File: config.mk
export PLATFORM = sky130hd
export DESIGN_NAME = sio_cfg_unlock
export DESIGN_NICKNAME = d
export VERILOG_FILES = /design/src/rtl/sio_pkg.sv /design/src/rtl/sio_port_decode.sv /design/src/rtl/sio_key_fsm.sv /design/src/rtl/sio_dev_bank.sv /design/src/rtl/sio_cfg_unlock.sv
export SDC_FILE = /design/constraint.sdc
export NUM_CORES = 1
export LEC_CHECK = 0
export ABC_CLOCK_PERIOD_IN_PS = 2900
export BUFFER_PORTS_ARGS = -buffer_cell sky130_fd_sc_hd__buf_2
export CAP_MARGIN = 20
export CORE_ASPECT_RATIO = 0.9
export CORE_UTILIZATION = 35
export CTS_BUF_LIST = sky130_fd_sc_hd__clkbuf_8
export DETAILED_ROUTE_END_ITERATION = 6
export HOLD_SLACK_MARGIN = 0.08
export PLACE_DENSITY = 0.61
export SLEW_MARGIN = 20
export SYNTH_ARGS = -nofsm -noshare
export SYNTH_HDL_FRONTEND = slang
export SYNTH_HIERARCHICAL = 1
export SYNTH_SLANG_ARGS = --single-unit
File: constraint.sdc
create_clock -name clk -period 2.9 [get_ports clk]
set_input_delay 0.29 -clock clk [delete_from_list [all_inputs] [get_ports clk]]
set_output_delay 0.29 -clock clk [all_outputs]
set_load 0.03 [all_outputs]
File: src/rtl/sio_pkg.sv
package sio_pkg;
   typedef enum logic [1:0] {
      KS_LOCKED = 2'd0,
      KS_HALF   = 2'd1,
      KS_OPEN   = 2'd2
   } key_state_e;

   localparam int unsigned BASE_W = 16;

   localparam logic [7:0] REG_DEVSEL  = 8'h07;
   localparam logic [7:0] REG_ACTIVE  = 8'h30;
   localparam logic [7:0] REG_BASE_HI = 8'h60;
   localparam logic [7:0] REG_BASE_LO = 8'h61;
   localparam logic [7:0] NO_DRIVE    = 8'hFF;
endpackage

File: src/rtl/sio_port_decode.sv
module sio_port_decode #(
   parameter int unsigned       ADDR_W    = 16,
   parameter logic [ADDR_W-1:0] PRI_INDEX = 'h4E,
   parameter logic [ADDR_W-1:0] ALT_INDEX = 'h2E
) (
   input  logic              io_wr,
   input  logic              io_rd,
   input  logic [ADDR_W-1:0] io_addr,
   input  logic              alt_sel,
   output logic              ptr_wr,
   output logic              ptr_rd,
   output logic              val_wr,
   output logic              val_rd
);
   logic [ADDR_W-1:0] ptr_addr;
   logic [ADDR_W-1:0] val_addr;
   logic              rd_only;

   assign ptr_addr = alt_sel ? ALT_INDEX : PRI_INDEX;
   assign val_addr = ptr_addr + ADDR_W'(1);
   assign rd_only  = io_rd & ~io_wr;

   assign ptr_wr = io_wr   & (io_addr == ptr_addr);
   assign val_wr = io_wr   & (io_addr == val_addr);
   assign ptr_rd = rd_only & (io_addr == ptr_addr);
   assign val_rd = rd_only & (io_addr == val_addr);
endmodule

File: src/rtl/sio_key_fsm.sv
module sio_key_fsm
   import sio_pkg::*;
#(
   parameter logic [7:0] ENTRY_KEY = 8'hA5,
   parameter logic [7:0] EXIT_KEY  = 8'hAA
) (
   input  logic       clk,
   input  logic       rst_n,
   input  logic       ptr_wr,
   input  logic       val_wr,
   input  logic       val_rd,
   input  logic [7:0] wdata,
   output key_state_e key_st,
   output logic       cfg_open,
   output logic [7:0] reg_ptr
);
   key_state_e nxt_st;
   logic       ptr_load;

   always_comb begin
      nxt_st   = key_st;
      ptr_load = 1'b0;
      unique case (key_st)
         KS_LOCKED: begin
            if (ptr_wr && wdata == ENTRY_KEY) nxt_st = KS_HALF;
         end
         KS_HALF: begin
            if (ptr_wr)               nxt_st = (wdata == ENTRY_KEY) ? KS_OPEN : KS_LOCKED;
            else if (val_wr || val_rd) nxt_st = KS_LOCKED;
         end
         KS_OPEN: begin
            if (ptr_wr) begin
               if (wdata == EXIT_KEY) nxt_st = KS_LOCKED;
               else                   ptr_load = 1'b1;
            end
         end
         default: nxt_st = KS_LOCKED;
      endcase
   end

   always_ff @(posedge clk) begin
      if (!rst_n) begin
         key_st  <= KS_LOCKED;
         reg_ptr <= 8'h00;
      end else begin
         key_st <= nxt_st;
         if (ptr_load) reg_ptr <= wdata;
      end
   end

   assign cfg_open = (key_st == KS_OPEN);
endmodule

File: src/rtl/sio_dev_bank.sv
module sio_dev_bank
   import sio_pkg::*;
#(
   parameter int unsigned NUM_DEV = 4
) (
   input  logic                      clk,
   input  logic                      rst_n,
   input  logic                      wr_en,
   input  logic [7:0]                reg_ptr,
   input  logic [7:0]                wdata,
   output logic [7:0]                rd_val,
   output logic [NUM_DEV-1:0]        dev_en,
   output logic [NUM_DEV*BASE_W-1:0] dev_base
);
   localparam logic [8:0] DEV_LIMIT = 9'(NUM_DEV);

   logic              [7:0] devsel;
   logic                    sel_ok;
   logic                    en_rd;
   logic [BASE_W-1:0]       base_rd;

   assign sel_ok = ({1'b0, devsel} < DEV_LIMIT);

   always_ff @(posedge clk) begin
      if (!rst_n)                              devsel <= 8'h00;
      else if (wr_en && reg_ptr == REG_DEVSEL) devsel <= wdata;
   end

   for (genvar d = 0; d < NUM_DEV; d++) begin : g_dev
      logic              hit;
      logic              en_q;
      logic [BASE_W-1:0] base_q;

      assign hit = wr_en & sel_ok & (devsel == 8'(d));

      always_ff @(posedge clk) begin
         if (!rst_n) begin
            en_q   <= 1'b0;
            base_q <= '0;
         end else if (hit) begin
            case (reg_ptr)
               REG_ACTIVE:  en_q         <= wdata[0];
               REG_BASE_HI: base_q[15:8] <= wdata;
               REG_BASE_LO: base_q[7:0]  <= wdata;
               default:     ;
            endcase
         end
      end

      assign dev_en[d]                   = en_q;
      assign dev_base[d*BASE_W +: BASE_W] = base_q;
   end

   always_comb begin
      en_rd   = 1'b0;
      base_rd = '0;
      for (int d = 0; d < NUM_DEV; d++) begin
         if (sel_ok && devsel == 8'(d)) begin
            en_rd   = dev_en[d];
            base_rd = dev_base[d*BASE_W +: BASE_W];
         end
      end
   end

   always_comb begin
      case (reg_ptr)
         REG_DEVSEL:  rd_val = devsel;
         REG_ACTIVE:  rd_val = {7'b0, en_rd};
         REG_BASE_HI: rd_val = base_rd[15:8];
         REG_BASE_LO: rd_val = base_rd[7:0];
         default:     rd_val = 8'h00;
      endcase
   end
endmodule

File: src/rtl/sio_cfg_unlock.sv
module sio_cfg_unlock
   import sio_pkg::*;
#(
   parameter int unsigned       NUM_DEV   = 4,
   parameter int unsigned       ADDR_W    = 16,
   parameter logic [ADDR_W-1:0] PRI_INDEX = 'h4E,
   parameter logic [ADDR_W-1:0] ALT_INDEX = 'h2E,
   parameter logic [7:0]        ENTRY_KEY = 8'hA5,
   parameter logic [7:0]        EXIT_KEY  = 8'hAA
) (
   input  logic                      clk,
   input  logic                      rst_n,
   input  logic                      io_wr,
   input  logic                      io_rd,
   input  logic [ADDR_W-1:0]         io_addr,
   input  logic [7:0]                io_wdata,
   output logic [7:0]                io_rdata,
   input  logic                      alt_sel,
   output logic [NUM_DEV-1:0]        dev_en,
   output logic [NUM_DEV*BASE_W-1:0] dev_base
);
   if (NUM_DEV < 1 || NUM_DEV > 255) begin : g_bad_ndev
      $error("NUM_DEV must lie in 1..255");
   end
   if (ADDR_W < 8) begin : g_bad_aw
      $error("ADDR_W must be at least 8");
   end
   if (ENTRY_KEY == EXIT_KEY) begin : g_bad_key
      $error("entry and exit keys must differ");
   end

   logic       ptr_wr, ptr_rd, val_wr, val_rd;
   key_state_e key_st;
   logic       cfg_open;
   logic [7:0] reg_ptr;
   logic [7:0] bank_rd;

   sio_port_decode #(
      .ADDR_W(ADDR_W), .PRI_INDEX(PRI_INDEX), .ALT_INDEX(ALT_INDEX)
   ) u_dec (
      .io_wr(io_wr), .io_rd(io_rd), .io_addr(io_addr), .alt_sel(alt_sel),
      .ptr_wr(ptr_wr), .ptr_rd(ptr_rd), .val_wr(val_wr), .val_rd(val_rd)
   );

   sio_key_fsm #(
      .ENTRY_KEY(ENTRY_KEY), .EXIT_KEY(EXIT_KEY)
   ) u_fsm (
      .clk(clk), .rst_n(rst_n), .ptr_wr(ptr_wr), .val_wr(val_wr),
      .val_rd(val_rd), .wdata(io_wdata), .key_st(key_st),
      .cfg_open(cfg_open), .reg_ptr(reg_ptr)
   );

   sio_dev_bank #(
      .NUM_DEV(NUM_DEV)
   ) u_bank (
      .clk(clk), .rst_n(rst_n), .wr_en(val_wr & cfg_open),
      .reg_ptr(reg_ptr), .wdata(io_wdata), .rd_val(bank_rd),
      .dev_en(dev_en), .dev_base(dev_base)
   );

   always_comb begin
      if (!cfg_open)   io_rdata = NO_DRIVE;
      else if (ptr_rd) io_rdata = reg_ptr;
      else if (val_rd) io_rdata = bank_rd;
      else             io_rdata = NO_DRIVE;
   end
endmodule

**Yosys cells after proc, flatten, opt, wreduce, memory -nomap -nowiden**

Index checks and enable logic that the tools add are counted.

- Flip-flop bits (word level): 86
- Output and inout bits: 76
- Word-level logic and storage cells: 91

- $add $sub $neg: 1
- Magnitude comparators: 1
- Equality and inequality tests: 17
- Mux-type cells: 23
- Bitwise logic cells: 12
- Reductions and logical operators: 22

Operators by type and width:

| cell | count |
|---|---|
| 16-bit 2-to-1 mux | 4 |
| 16-bit == test | 2 |
| 8-bit case mux with 4 select lines | 1 |
| 8-bit 2-to-1 mux | 3 |
| 2-bit AND reduction | 12 |
| 16-bit by 1-bit adder with 16-bit output (second input constant) | 1 |
| 8-bit by 2-bit == test with 1-bit output (second input constant) | 2 |
| 8-bit by 7-bit == test with 1-bit output (second input constant) | 2 |
| 8-bit == test (second input constant) | 2 |
| 2-bit 2-to-1 mux | 6 |
| 1-bit bitwise AND | 11 |
| 8-bit by 1-bit == test with 1-bit output (second input constant) | 1 |
| 8-bit by 3-bit == test with 1-bit output (second input constant) | 1 |
| 8-bit by 6-bit == test with 1-bit output (second input constant) | 1 |
| 8-bit zero test | 1 |
| 8-bit by 3-bit less-than comparator with 1-bit output (second input constant) | 1 |
| 1-bit 2-to-1 mux | 7 |
| 7-bit 2-to-1 mux | 1 |
| 1-bit logical AND | 6 |
| 2-bit by 1-bit inequality test with 1-bit output (second input constant) | 3 |
| 2-bit case mux with 3 select lines | 1 |
| 4-bit AND reduction | 1 |
| 3-bit by 1-bit inequality test with 1-bit output (second input constant) | 1 |
| 2-bit by 1-bit == test with 1-bit output (second input constant) | 1 |
| other kinds (4) | 4 |

**Longest topological paths before layout**

- Depth in word-level cells: 10
- Gate-level depth with buffers: 9
- Gate-level depth less buffers: 8

**By module**

Netlist, hierarchy kept.

Modules (own cells, without submodules):

| module | instances | cells each | area an instance (um^2) |
|---|---|---|---|
| sio_dev_bank | 1 | 372 | 3673.5 |
| sio_key_fsm | 1 | 51 | 486.7 |
| sio_cfg_unlock | 1 | 21 | 151.4 |
| sio_port_decode | 1 | 15 | 127.6 |

**Worst setup path after synthesis**

OpenSTA, ideal clock, no wires.

- Kind: input port to flip-flop
- Start: input io_addr[12]
- End: register u_bank.g_dev[0].base_q[0]
- Setup time: 132 ps
- Arrival time: 2410 ps
- Required time: 2768 ps
- Slack: 358 ps
- Cell stages on the path: 9
- Cell sequence: nor4b_4 -> nand3_1 -> nor4b_1 -> and2_1 -> nand4b_1 -> or3_1 -> or4_1 -> buf_2 -> mux2i_1

- Cells in the longest elaborated chain, start to end: 6

RTL lines:

| element | RTL line | source |
|---|---|---|
| start, declared | sio_cfg_unlock.sv:15 | `input logic [ADDR_W-1:0] io_addr,` |
| 16-bit == test | sio_port_decode.sv:24 | `assign val_wr = io_wr & (io_addr == val_addr);` |
| 1-bit bitwise AND | sio_port_decode.sv:24 |  |
| net val_wr | sio_cfg_unlock.sv:32 | `logic ptr_wr, ptr_rd, val_wr, val_rd;` |
| 1-bit bitwise AND | sio_cfg_unlock.sv:56 | `.clk(clk), .rst_n(rst_n), .wr_en(val_wr & cfg_open),` |
| 1-bit bitwise AND (2 in a row) | sio_dev_bank.sv:34 | `assign hit = wr_en & sel_ok & (devsel == 8'(d));` |
| 2-bit AND reduction (no source line) | - |  |
| end signal, assigned | sio_dev_bank.sv:44 | `REG_BASE_LO: base_q[7:0] <= wdata;` |
| end, declared | sio_dev_bank.sv:32 | `logic [BASE_W-1:0] base_q;` |

The timed path passes the listed nets, and every way through them passes these cells.
A chain may end at the register's enable or synchronous reset.

**Worst setup path after layout**

- Start: register u_bank.devsel[3]
- End: output io_rdata[5]

- Cells in the longest elaborated chain, start to end: 10

RTL lines:

| element | RTL line | source |
|---|---|---|
| start, declared | sio_dev_bank.sv:17 | `logic [7:0] devsel;` |
| start signal, assigned | sio_dev_bank.sv:26 | `else if (wr_en && reg_ptr == REG_DEVSEL) devsel <= wdata;` |
| 8-bit by 3-bit less-than comparator with 1-bit output / 8-bit zero test (equally long branches) | sio_dev_bank.sv:22, sio_dev_bank.sv:58 |  |
| 1-bit logical AND | sio_dev_bank.sv:58 | `if (sel_ok && devsel == 8'(d)) begin` |
| 16-bit 2-to-1 mux (3 in a row) | sio_dev_bank.sv:58 |  |
| 16-bit 2-to-1 mux (*) | sio_dev_bank.sv:58 |  |
| 8-bit case mux with 4 select lines (*) | sio_dev_bank.sv:66 | `case (reg_ptr)` |
| net bank_rd[5] | sio_cfg_unlock.sv:36 | `logic [7:0] bank_rd;` |
| 8-bit 2-to-1 mux (*) | sio_cfg_unlock.sv:64 | `else if (val_rd) io_rdata = bank_rd;` |
| 8-bit 2-to-1 mux (*) | sio_cfg_unlock.sv:63 | `else if (ptr_rd) io_rdata = reg_ptr;` |
| 8-bit 2-to-1 mux (*) | sio_cfg_unlock.sv:62 | `if (!cfg_open) io_rdata = NO_DRIVE;` |
| end, declared | sio_cfg_unlock.sv:17 | `output logic [7:0] io_rdata,` |

The timed path passes the listed nets; every way through them passes the cells marked *.

==> summary.md <==
| Metric | Value |
|---|---|
| Clock tree from TritonCTS | `done` |
| Number of cells on the worst hold path | `3` |
| Placeable core region | `12200 um2` |
| N_diodes | `0` |
| Share of cells above drive strength 1 | `0.322` |
| Total area of multi-input combinational cells | `2540 um2` |
| Main synth FF type | `dfxtp_1` |
| Initial Utilization | `0.363` |
| Synth Register Bits | `86` |
| EDFF count, synth | `0` |
| DR iter-0 viols | `221` |
| Maximum capacitance violations | `0` |
| Unrepaired setup endpoints after global routing | `yes` |
| Core utilization of the finished layout | `0.447` |
| First-pass GRT wire length | `20900 um` |
| Endpoint of the lowest-slack register-to-register path | `u_bank/g_dev[0].base_q[0]` |
| Switching part of the total | `0.237` |
| Part of the total power dissipated in combinational logic | `0.043` |
| Total of endpoints with negative setup slack in the final report | `0` |
| Critical Path RT | `2.61 ns` |
| Number of clock sinks | `86` |
| Arrival time at the worst endpoint | `2.49 ns` |
| Hold Violations, Final | `0` |
| Buffer cell driving the clock tree root | `clkbuf_8` |
| Outcome | `completed` |
| Crit-path max FO | `6` |
| Worst reg2reg setup slack | `0.58 ns` |
| Actual slew at the worst max-slew pin | `0.551 ns` |
| Sequential fraction of the synthesis area | `0.388` |
| Switching power | `0.505 mW` |
| H-Tree Level Count | `3` |
| Average wire length per cell after detail routing | `18.0 um` |
| Maximum buffer depth of the clock tree | `2` |
| Worst slew slack as a fraction of its limit | `0.629` |
| Setup Skew | `0.00871 ns` |
| Detailed-routing iteration count for the pre-antenna-repair pass | `4` |
| Fraction of power consumed by the clock network | `0.404` |
| Total power draw | `2.13 mW` |
| Worst reg2reg path depth | `7` |
| # fillers | `1193` |
| Post-synth ARST share | `0` |
| Post-route DRC violation count | `0` |
| Library cells used by synthesis | `53` |
| Global routing usage summed across all routing layers | `0.207` |
| Syn Std Cell Area | `4440 um2` |
| Clock latency on the worst-skew pair | `0.36 ns` |
| Clock-pin slew reported for the worst setup and hold paths after clock tree synthesis | `0.08 ns` |
| Syn Inst Count | `459` |
| Flop pwr share | `0.553` |
| Endpoint class of the critical path | `output pin` |
| Crit path launch type | `flip-flop` |
| DPL Wire Length | `9900 um` |
| Pins Over Slew Limit | `0` |
| Via count of the first global-routing pass | `3811` |
| Die Wd | `121 um` |
| Yosys warns | `6` |
| Post-placement setup slack | `0.0497 ns` |
| Reported leakage power | `2.34 nW` |
| Worst reg2reg path startpoint | `u_fsm/key_st[1]` |
| Pin count of the biggest net entering global routing | `35` |
| Type of the setup path with the least slack | `reg -> out` |
| FMAX | `359 MHz` |
| Worst Hold End | `u_fsm/reg_ptr[4]` |
| Die footprint | `13100 um2` |
| Antenna violations before repair | `0` |
| Site Rows | `38` |
| Routability congestion estimate | `0.846` |
| Average vias per placed instance | `5.27` |
| Post-layout minimum cycle time | `2.78 ns` |
| Relative area change from synthesis to final layout | `23.1%` |
| Detailed-route via count | `3871` |
| Wire length reported by the detailed router | `13200 um` |
| Class of the tightest hold or removal check | `in -> reg` |
| Post-route fraction of the period consumed by the critical path | `0.960` |
| Worst hold slack after final layout | `0.211 ns` |
| Peak supply drop | `249 uV` |
| Number of top-level pins | `105` |
| Number of nets produced by synthesis | `488` |
| Avg Inst Size Synth | `9.67 um2` |
| Crit path setup slack, layout | `0.116 ns` |
| Final net count | `600` |
| Total congestion overflow after global routing | `0` |
| Power per cell area | `390 nW/um2` |
| Area used by sequential logic in the layout | `1730 um2` |
| Die Y | `109 um` |
| Antenna violation net count after detailed routing | `0` |
| Port-buffer cells | `104` |
| Start point of the worst hold path | `io_wdata[4]` |
| Cell internal pwr | `1.63 mW` |
| Num CTS Buffers | `9` |
how the worst max path moves through the flow:
| stage | start | end | cells past startpoint | slack (ns) |
|---|---|---|---|---|
| 2_1_floorplan | io_addr[12] | u_bank/g_dev[0].base_q[0] | 9 | 0.36 |
| 3_3_place_gp | io_addr[12] | u_bank/g_dev[0].base_q[0] | 10 | 0.08 |
| 3_5_place_dp | io_addr[12] | u_bank/g_dev[0].base_q[0] | 10 | 0.05 |
| 4_1_cts | u_bank/devsel[3] | io_rdata[3] | 8 | 0.02 |
| 5_1_grt | u_bank/devsel[3] | io_rdata[3] | 8 | -0.007 |
| 6_report | u_bank/devsel[3] | io_rdata[5] | 8 | 0.12 |
critical path, stage by stage, from the launching register on:
cell	delay [ns]
dfxtp_2	0.36
or4_4	0.58
nor4_4	0.30
buf_4	0.19
o311ai_0	0.13
nand3_1	0.12
nor2b_1	0.05
a2bb2oi_1	0.20
buf_4	0.20
power by group through the flow:
stage | Combinational (mW) | Clock (mW) | Sequential (mW)
2_1_floorplan | 0.0451 | 0 | 1.21
3_3_place_gp | 0.0895 | 0 | 1.21
6_report | 0.0908 | 0.862 | 1.18
4_1_cts | 0.0915 | 0.874 | 1.18
5_1_grt | 0.0994 | 0.916 | 1.18
3_5_place_dp | 0.0910 | 0 | 1.21
synth_stat cells, types with 6 or more instances:
cell type | count | share of area
nand2_1 | 111 | 0.094
dfxtp_1 | 86 | 0.39
mux2i_1 | 82 | 0.18
nand3_1 | 16 | 0.018
clkbuf_1 | 15 | 0.013
nor2b_1 | 11 | 0.016
mux4_2 | 10 | 0.051
a21boi_0 | 8 | 0.014
a21oi_1 | 7 | 0.0079
a2bb2oi_1 | 7 | 0.014
nand2b_1 | 7 | 0.0099
buf_2 | 6 | 0.0068
nor3b_1 | 6 | 0.010
o311ai_0 | 6 | 0.012
state kept, by name (all words and copies together) (netlist names):
name / flops
u_fsm/reg_ptr: 8
u_bank/g_dev.en_q: 4
u_fsm/key_st: 2
u_bank/devsel: 8
u_bank/g_dev.base_q: 64
final cells by class:
cell class	count	share of cell area
repair buffers	134	0.144
clock inverters	5	0.0108
clock buffers	10	0.0252
flip-flops and latches	86	0.316
multi-input cells	336	0.465
well taps	160	0.0366
inverters	4	0.00275
logic make-up (layout without fill, tap and decap cells):
| group | Yosys count | in the layout | share of synthesized area |
|---|---|---|---|
| and+or+nand+nor | 203 | 203 | 0.261 |
| muxes | 92 | 92 | 0.236 |
| DFF | 86 | 86 | 0.388 |
| AOI/OAI and AO/OA | 41 | 41 | 0.0713 |
| buffers and inverters | 37 | 153 | 0.0440 |
placed cells by master, fill, tap and decap left out, drive strengths merged, types with 3 or more instances in the layout:
cell,netlist,final
buf,18,134
nand2,112,112
dfxtp,86,86
mux2i,82,82
nand3,16,16
nor2b,11,11
clkbuf,15,10
mux4,10,10
nor4,9,9
a21boi,8,8
a21oi,8,8
a2bb2oi,7,7
nand2b,7,7
nor4b,7,7
nor3b,6,6
o311ai,6,6
nor3,6,6
or4,6,6
inv,4,5
and4bb,4,4
nand4b,3,3
stage by stage:
step | instances | instance area [um2] | setup TNS, ns
global route | 735 | 5470 | -0.00677
detailed placement | 718 | 5230 | 0
floorplan | 459 | 4440 | 0
CTS | 733 | 5440 | 0
global placement | 718 | 5230 | 0
finish | 735 | 5470 | 0
metal layers:
layer	track usage	part of all wire	up-vias
met2	0.337	0.47	116
met3	0.0429	0.064	13
met1	0.275	0.45	1869
li1	-	-	1873
met4	0.0670	0.013	0
met5	0	0	-
repair_timing:
item                       CTS  global route
pin swaps                    0             1
setup buffers                0             2
setup endpoints to repair    6             7
hold buffers                 0             0
resized for setup            2             7
(Power assumes the default switching activity.)
